==> config.mk <==
export PLATFORM = sky130hd
export DESIGN_NAME = bdp_ddr_b2_path
export DESIGN_NICKNAME = d
export VERILOG_FILES = /design/src/rtl/bdp_pkg.sv /design/src/rtl/bdp_wr_demux.sv /design/src/rtl/bdp_array.sv /design/src/rtl/bdp_rd_mux.sv /design/src/rtl/bdp_ddr_b2_path.sv
export SDC_FILE = /design/constraint.sdc
export NUM_CORES = 1
export LEC_CHECK = 0
export ABC_AREA = 1
export CORE_ASPECT_RATIO = 0.75
export CORE_UTILIZATION = 35
export DETAILED_ROUTE_END_ITERATION = 6
export PLACE_DENSITY = 0.61
export SYNTH_ARGS = -nofsm -noshare
export SYNTH_HDL_FRONTEND = slang
export SYNTH_SLANG_ARGS = --single-unit
export TNS_END_PERCENT = 5
==> constraint.sdc <==
create_clock -name clk -period 3.7 [get_ports clk]
set_clock_uncertainty 0.1 [all_clocks]
set_input_delay 0.555 -clock clk [delete_from_list [all_inputs] [get_ports clk]]
set_output_delay 0.555 -clock clk [all_outputs]
set_load 0.01 [all_outputs]
==> src/rtl/bdp_pkg.sv <==
`timescale 1ns/1ps
package bdp_pkg;

  // Which half of the wide word travels in the rising slot.
  typedef enum logic {
    HALF_LO = 1'b0,
    HALF_HI = 1'b1
  } half_e;

  typedef enum logic [1:0] {
    OP_NONE  = 2'd0,
    OP_READ  = 2'd1,
    OP_WRITE = 2'd2
  } op_e;

endpackage

==> src/rtl/bdp_wr_demux.sv <==
`timescale 1ns/1ps
module bdp_wr_demux
  import bdp_pkg::*;
#(
  parameter int DW    = 36,
  parameter int LW    = 9,
  parameter int IDXW  = 4,
  localparam int NL   = DW / LW,
  localparam int WW   = 2 * DW,
  localparam int WL   = 2 * NL
) (
  input  logic            clk,
  input  logic            rst_n,
  input  logic            wr_go,
  input  logic [IDXW-1:0] cmd_idx,
  input  logic            cmd_a0,
  input  logic            rise_vld,
  input  logic [DW-1:0]   rise_data,
  input  logic [NL-1:0]   rise_be,
  input  logic            fall_vld,
  input  logic [DW-1:0]   fall_data,
  input  logic [NL-1:0]   fall_be,
  output logic            pend_vld,
  output logic [IDXW-1:0] pend_idx,
  output logic [WW-1:0]   pend_data,
  output logic [WL-1:0]   pend_be
);

  // address stage: write accepted, beats due this cycle
  logic            wa_vld;
  logic [IDXW-1:0] wa_idx;
  half_e           wa_first;

  logic [NL-1:0]   rise_lanes;
  logic [NL-1:0]   fall_lanes;
  logic [WW-1:0]   word_nx;
  logic [WL-1:0]   be_nx;

  always_comb begin
    rise_lanes = rise_vld ? rise_be : '0;
    fall_lanes = fall_vld ? fall_be : '0;
    if (wa_first == HALF_HI) begin
      word_nx = {rise_data, fall_data};
      be_nx   = {rise_lanes, fall_lanes};
    end else begin
      word_nx = {fall_data, rise_data};
      be_nx   = {fall_lanes, rise_lanes};
    end
  end

  always_ff @(posedge clk or negedge rst_n) begin
    if (!rst_n) begin
      wa_vld   <= 1'b0;
      wa_idx   <= '0;
      wa_first <= HALF_LO;
    end else begin
      wa_vld <= wr_go;
      if (wr_go) begin
        wa_idx   <= cmd_idx;
        wa_first <= half_e'(cmd_a0);
      end
    end
  end

  always_ff @(posedge clk or negedge rst_n) begin
    if (!rst_n) begin
      pend_vld  <= 1'b0;
      pend_idx  <= '0;
      pend_data <= '0;
      pend_be   <= '0;
    end else begin
      pend_vld <= wa_vld;
      if (wa_vld) begin
        pend_idx  <= wa_idx;
        pend_data <= word_nx;
        pend_be   <= be_nx;
      end
    end
  end

endmodule

==> src/rtl/bdp_array.sv <==
`timescale 1ns/1ps
module bdp_array #(
  parameter int LW    = 9,
  parameter int WL    = 8,
  parameter int DEPTH = 16,
  localparam int WW   = WL * LW,
  localparam int IDXW = $clog2(DEPTH)
) (
  input  logic            clk,
  input  logic            we,
  input  logic [IDXW-1:0] widx,
  input  logic [WW-1:0]   wdata,
  input  logic [WL-1:0]   wbe,
  input  logic [IDXW-1:0] ridx,
  output logic [WW-1:0]   rdata
);

  // one storage column per byte lane, each with its own write enable
  for (genvar l = 0; l < WL; l++) begin : g_lane
    logic [LW-1:0] col [DEPTH];

    always_ff @(posedge clk) begin
      if (we && wbe[l]) begin
        col[widx] <= wdata[l*LW +: LW];
      end
    end

    assign rdata[l*LW +: LW] = col[ridx];
  end

endmodule

==> src/rtl/bdp_rd_mux.sv <==
`timescale 1ns/1ps
module bdp_rd_mux
  import bdp_pkg::*;
#(
  parameter int DW    = 36,
  parameter int LW    = 9,
  parameter int IDXW  = 4,
  localparam int NL   = DW / LW,
  localparam int WW   = 2 * DW,
  localparam int WL   = 2 * NL
) (
  input  logic            clk,
  input  logic            rst_n,
  input  logic            rd_go,
  input  logic [IDXW-1:0] cmd_idx,
  input  logic            cmd_a0,
  input  logic [WW-1:0]   arr_rdata,
  output logic [IDXW-1:0] arr_ridx,
  input  logic            pend_vld,
  input  logic [IDXW-1:0] pend_idx,
  input  logic [WW-1:0]   pend_data,
  input  logic [WL-1:0]   pend_be,
  output logic            rd_vld,
  output logic [DW-1:0]   rd_rise,
  output logic [DW-1:0]   rd_fall
);

  logic            r1_vld;
  logic [IDXW-1:0] r1_idx;
  half_e           r1_first;

  logic            fwd_hit;
  logic [WW-1:0]   merged;
  logic [DW-1:0]   rise_nx;
  logic [DW-1:0]   fall_nx;

  assign arr_ridx = r1_idx;
  assign fwd_hit  = pend_vld && (pend_idx == r1_idx);

  // lane-wise bypass of the write still waiting to commit
  for (genvar l = 0; l < WL; l++) begin : g_fwd
    assign merged[l*LW +: LW] = (fwd_hit && pend_be[l]) ? pend_data[l*LW +: LW]
                                                        : arr_rdata[l*LW +: LW];
  end

  always_comb begin
    if (r1_first == HALF_HI) begin
      rise_nx = merged[WW-1:DW];
      fall_nx = merged[DW-1:0];
    end else begin
      rise_nx = merged[DW-1:0];
      fall_nx = merged[WW-1:DW];
    end
  end

  always_ff @(posedge clk or negedge rst_n) begin
    if (!rst_n) begin
      r1_vld   <= 1'b0;
      r1_idx   <= '0;
      r1_first <= HALF_LO;
    end else begin
      r1_vld <= rd_go;
      if (rd_go) begin
        r1_idx   <= cmd_idx;
        r1_first <= half_e'(cmd_a0);
      end
    end
  end

  always_ff @(posedge clk or negedge rst_n) begin
    if (!rst_n) begin
      rd_vld  <= 1'b0;
      rd_rise <= '0;
      rd_fall <= '0;
    end else begin
      rd_vld <= r1_vld;
      if (r1_vld) begin
        rd_rise <= rise_nx;
        rd_fall <= fall_nx;
      end
    end
  end

endmodule

==> src/rtl/bdp_ddr_b2_path.sv <==
`timescale 1ns/1ps
module bdp_ddr_b2_path
  import bdp_pkg::*;
#(
  parameter int DW    = 36,
  parameter int LW    = 9,
  parameter int DEPTH = 16,
  localparam int NL   = DW / LW,
  localparam int WW   = 2 * DW,
  localparam int WL   = 2 * NL,
  localparam int IDXW = $clog2(DEPTH),
  localparam int AW   = IDXW + 1
) (
  input  logic          clk,
  input  logic          rst_n,
  input  logic          cmd_valid,
  input  logic          cmd_write,
  input  logic [AW-1:0] cmd_addr,
  input  logic          wr_rise_vld,
  input  logic [DW-1:0] wr_rise_data,
  input  logic [NL-1:0] wr_rise_be,
  input  logic          wr_fall_vld,
  input  logic [DW-1:0] wr_fall_data,
  input  logic [NL-1:0] wr_fall_be,
  output logic          rd_vld,
  output logic [DW-1:0] rd_rise_data,
  output logic [DW-1:0] rd_fall_data
);

  op_e             op;
  logic            wr_go;
  logic            rd_go;
  logic [IDXW-1:0] cmd_idx;
  logic            cmd_a0;

  logic            pend_vld;
  logic [IDXW-1:0] pend_idx;
  logic [WW-1:0]   pend_data;
  logic [WL-1:0]   pend_be;

  logic [IDXW-1:0] arr_ridx;
  logic [WW-1:0]   arr_rdata;

  always_comb begin
    if (!cmd_valid)     op = OP_NONE;
    else if (cmd_write) op = OP_WRITE;
    else                op = OP_READ;
  end

  assign wr_go   = (op == OP_WRITE);
  assign rd_go   = (op == OP_READ);
  assign cmd_idx = cmd_addr[AW-1:1];
  assign cmd_a0  = cmd_addr[0];

  bdp_wr_demux #(.DW(DW), .LW(LW), .IDXW(IDXW)) u_wr (
    .clk       (clk),
    .rst_n     (rst_n),
    .wr_go     (wr_go),
    .cmd_idx   (cmd_idx),
    .cmd_a0    (cmd_a0),
    .rise_vld  (wr_rise_vld),
    .rise_data (wr_rise_data),
    .rise_be   (wr_rise_be),
    .fall_vld  (wr_fall_vld),
    .fall_data (wr_fall_data),
    .fall_be   (wr_fall_be),
    .pend_vld  (pend_vld),
    .pend_idx  (pend_idx),
    .pend_data (pend_data),
    .pend_be   (pend_be)
  );

  bdp_array #(.LW(LW), .WL(WL), .DEPTH(DEPTH)) u_arr (
    .clk   (clk),
    .we    (pend_vld),
    .widx  (pend_idx),
    .wdata (pend_data),
    .wbe   (pend_be),
    .ridx  (arr_ridx),
    .rdata (arr_rdata)
  );

  bdp_rd_mux #(.DW(DW), .LW(LW), .IDXW(IDXW)) u_rd (
    .clk       (clk),
    .rst_n     (rst_n),
    .rd_go     (rd_go),
    .cmd_idx   (cmd_idx),
    .cmd_a0    (cmd_a0),
    .arr_rdata (arr_rdata),
    .arr_ridx  (arr_ridx),
    .pend_vld  (pend_vld),
    .pend_idx  (pend_idx),
    .pend_data (pend_data),
    .pend_be   (pend_be),
    .rd_vld    (rd_vld),
    .rd_rise   (rd_rise_data),
    .rd_fall   (rd_fall_data)
  );

endmodule

==> qor.yml <==
status: "finished clean"
die_h_um: 353.7
setup_viol: 0
synthTopCellsByCount: "nand2_1, edfxtp_1, nand3_1"
cap_violations: 0
synth_fp_nets: 5937
synth_area_leader_cell: "edfxtp_1"
cts_root_buffer: "clkbuf_16"
synthFlopType: "edfxtp_1"
hold_violations: 0
cts.sinks: 1322
htree_levels: 4
synth_top_area_frac: 0.5992
grt_pass1_vias: 39050
switching_share: 0.2839
start_util: 0.3541
syn_area_per_cell_um2: 9.876
syn-instance-count: 5846
r2r_slack_ns: 0.86
drt-wirelength-per-cell_um: 20.13
antenna_found_initial: 2
crit_type: "register to register"
grt_pass1_wl_um: 248900
drt_pre_antenna_iters: 7
yosysMostFrequentCell: "nand2_1"
fillers: 15440
drive_gt1_frac: 0.07006
p_comb_frac: 0.144
p_leak_nw: 27.78
p_per_area_mw_per_mm2: 557.3
drt_first_iter_violations: 4551
cp_data_required_time_ns: 4.06
power.internal_mw: 26.72
p_sw_mw: 10.59
cts_made_buffers: 142
cts_tree: "yes"
cts_buffer_depth: 3
cpMostUsedCell: "nor2_1"
finalCritPeriodShare: 0.7669
cp_slowest_stage_delay_ns: 0.75
synth_edf_count: 1152
clkSlewWorstSetupHoldPaths_ns: 0.06
min_period_ns: 2.838
power_mw: 37.31
relSlewSlack: 0.2324
die_area_mm2: 0.1666
grt_start_max_net_pins: 154
fmax_mhz: 352.4
arrival_ns: 3.19
power_frac_clock: 0.361
yosysSeqAreaShare: 0.6729
worstSkewPairLatency_ns: 0.76
dp_hpwl_um: 100700
synth-seq-cells: 1322
end_kind: "register"
postCtsSetupBuffers: 0
pwr-share-seq: 0.496
std_cell_rows: 128
hp-class: "input pin to register"
portBuffers: 163
slew_viol_final: 0
critPathBufInv: 2
worst_pin_slew_ns: 1.149
rsz0062_at_grt: "false"
ir_worst_vdd_v: 0.0005276
grt_use_total: 0.1969
yosysWarnings: 0
crit_path_max_fanout: 8
ys_top_cells_by_area: "edfxtp_1, nand2_1, nand3_1"
fin_nets: 6121
tns_ns: 0
core-area_mm2: 0.1630
async_reset_ff_frac: 0.1286
via_per_inst: 5.048
vias: 41810
syn_area_mm2: 0.05773
totalWireLength_um: 166800
antenna-diode-count: 0
crit_family: "simple AND/OR/NAND/NOR gates"
ant_nets: 0
slowest_stage: "nor2_1"
io_pins: 164
startpoint_type: "register"
cp_cell_sequence: "inv_1 > nor2_1 > nand2_1 > nor2_1 > buf_4"
die_w_um: 471.0
overflow: 0
drc_errors: 0
routabilityCongestion: 0.8559
synthToLayoutAreaGrowth_pct: 15.97
synth_cell_types: 19
==> worst register-to-register path: stages, from the launching register on <==
cell and delay [ns]:
dfrtp_1 0.44, inv_1 0.08, nor2_1 0.23, nand2_1 0.66
nor2_1 0.75, buf_4 0.28
==> path summary, 6_finish.rpt <==
path	start	end	cells past startpoint
min reg2reg	u_wr.wa_idx[1]$_DFFE_PN0P_	u_wr.wa_idx[1]$_DFFE_PN0P_	2
max reg2reg	u_wr.pend_idx[2]$_DFFE_PN0P_	u_arr.g_lane[7].col[6][4]$_DFFE_PP_	5
min	wr_fall_data[14]	u_wr.pend_data[50]$_DFFE_PN0P_	3
min in group asynchronous	rst_n	u_wr.pend_data[43]$_DFFE_PN0P_	2
max	u_wr.pend_idx[2]$_DFFE_PN0P_	u_arr.g_lane[7].col[6][4]$_DFFE_PP_	5
max in group asynchronous	rst_n	u_wr.pend_data[58]$_DFFE_PN0P_	3
==> cells by family after synthesis <==
kind of cell    count (synthesis)  share of synthesized area
compound gates                121                    0.01259
xor+xnor                        1                  0.0001517
flops                        1322                     0.6729
buf+inv                      1051                    0.07080
simple gates                 3351                     0.2436
==> cell type report <==
type / instances / area (um^2) / share of cell area
multi-input combinational: 3473 / 14800 / 0.2211
clock buffer: 194 / 3949 / 0.05898
clock inverter: 58 / 404.1 / 0.006036
sequential: 1322 / 38870 / 0.5806
inverter: 712 / 2695 / 0.04025
tap: 2145 / 2684 / 0.04008
timing repair buffer: 379 / 3547 / 0.05298
==> sequential cells by signal, summed over array words and instances, names as in the netlist <==
| name | count |
|---|---|
| u_arr.g_lane.col | 1152 |
| u_wr.pend_data | 72 |
| u_rd.rd_fall | 36 |
| u_rd.rd_rise | 36 |
| u_wr.pend_be | 8 |
| u_rd.arr_ridx | 4 |
| u_wr.pend_idx | 4 |
| u_wr.wa_idx | 4 |
| u_rd.r1_first | 1 |
| u_rd.r1_vld | 1 |
| u_rd.rd_vld | 1 |
| u_wr.pend_vld | 1 |
| u_wr.wa_first | 1 |
| u_wr.wa_vld | 1 |
==> metrics by stage <==
stage / setup WS, ns / util / cells / cell area [um^2] / hold slack, ns
2_1_floorplan: 1.858 / - / 5846 / 57730 / 0.1594
3_3_place_gp: 0.8887 / 0.3839 / 8030 / 62590 / 0.3683
4_1_cts: 0.9090 / 0.4107 / 8283 / 66960 / 0.2412
3_5_place_dp: 0.9273 / 0.3839 / 8030 / 62590 / 0.3713
5_1_grt: 0.7283 / 0.4107 / 8283 / 66960 / 0.2734
6_report: 0.8623 / 0.4107 / 8283 / 66960 / 0.2842
==> metal layers <==
| metal | track usage | vias up | wire length [um] |
|---|---|---|---|
| met4 | 0.06977 | 4 | 5299 |
| met3 | 0.03165 | 293 | 13120 |
| met2 | 0.3153 | 1747 | 77430 |
| met5 | 0 | - | 27 |
| li1 | - | 19590 | - |
| met1 | 0.2704 | 20180 | 70880 |
==> repair_timing <==
action / in CTS / in global routing
resized for setup: 0 / 0
hold buffers: 1 / 0
hold endpoints to repair: 79 / 0
==> power by group through the flow <==
stage / registers [mW] / clock network [mW] / logic (mW)
after floorplan: 18.2 / 0 / 3.10
after global placement: 18.8 / 0 / 5.25
after detailed placement: 18.8 / 0 / 5.31
after CTS: 18.5 / 13.7 / 5.34
after global routing: 18.6 / 14.2 / 5.85
final: 18.5 / 13.5 / 5.35
==> cell usage in the layout, fill, tap and decap left out <==
cell,n
clkdlybuf4s50_1,162
dfrtp_1,162
nand2_1,2016
clkinvlp_4,3
dfrtp_2,2
inv_8,2
clkinv_8,1
dfrtp_4,6
a31oi_1,72
clkinv_2,24
clkbuf_1,41
inv_1,704
o22ai_1,1
clkinv_4,1
nand3_2,8
nand4_1,72
edfxtp_1,1152
o21ai_0,40
nand3_1,997
buf_4,192
bufinv_16,4
clkbuf_16,150
o22a_1,8
buf_12,23
inv_6,6
clkbuf_8,4
nor2_1,257
inv_2,3
clkinv_1,22
xor2_1,1
dlygate4sd3_1,1
nor3_4,1
(Power assumes the default switching activity.)
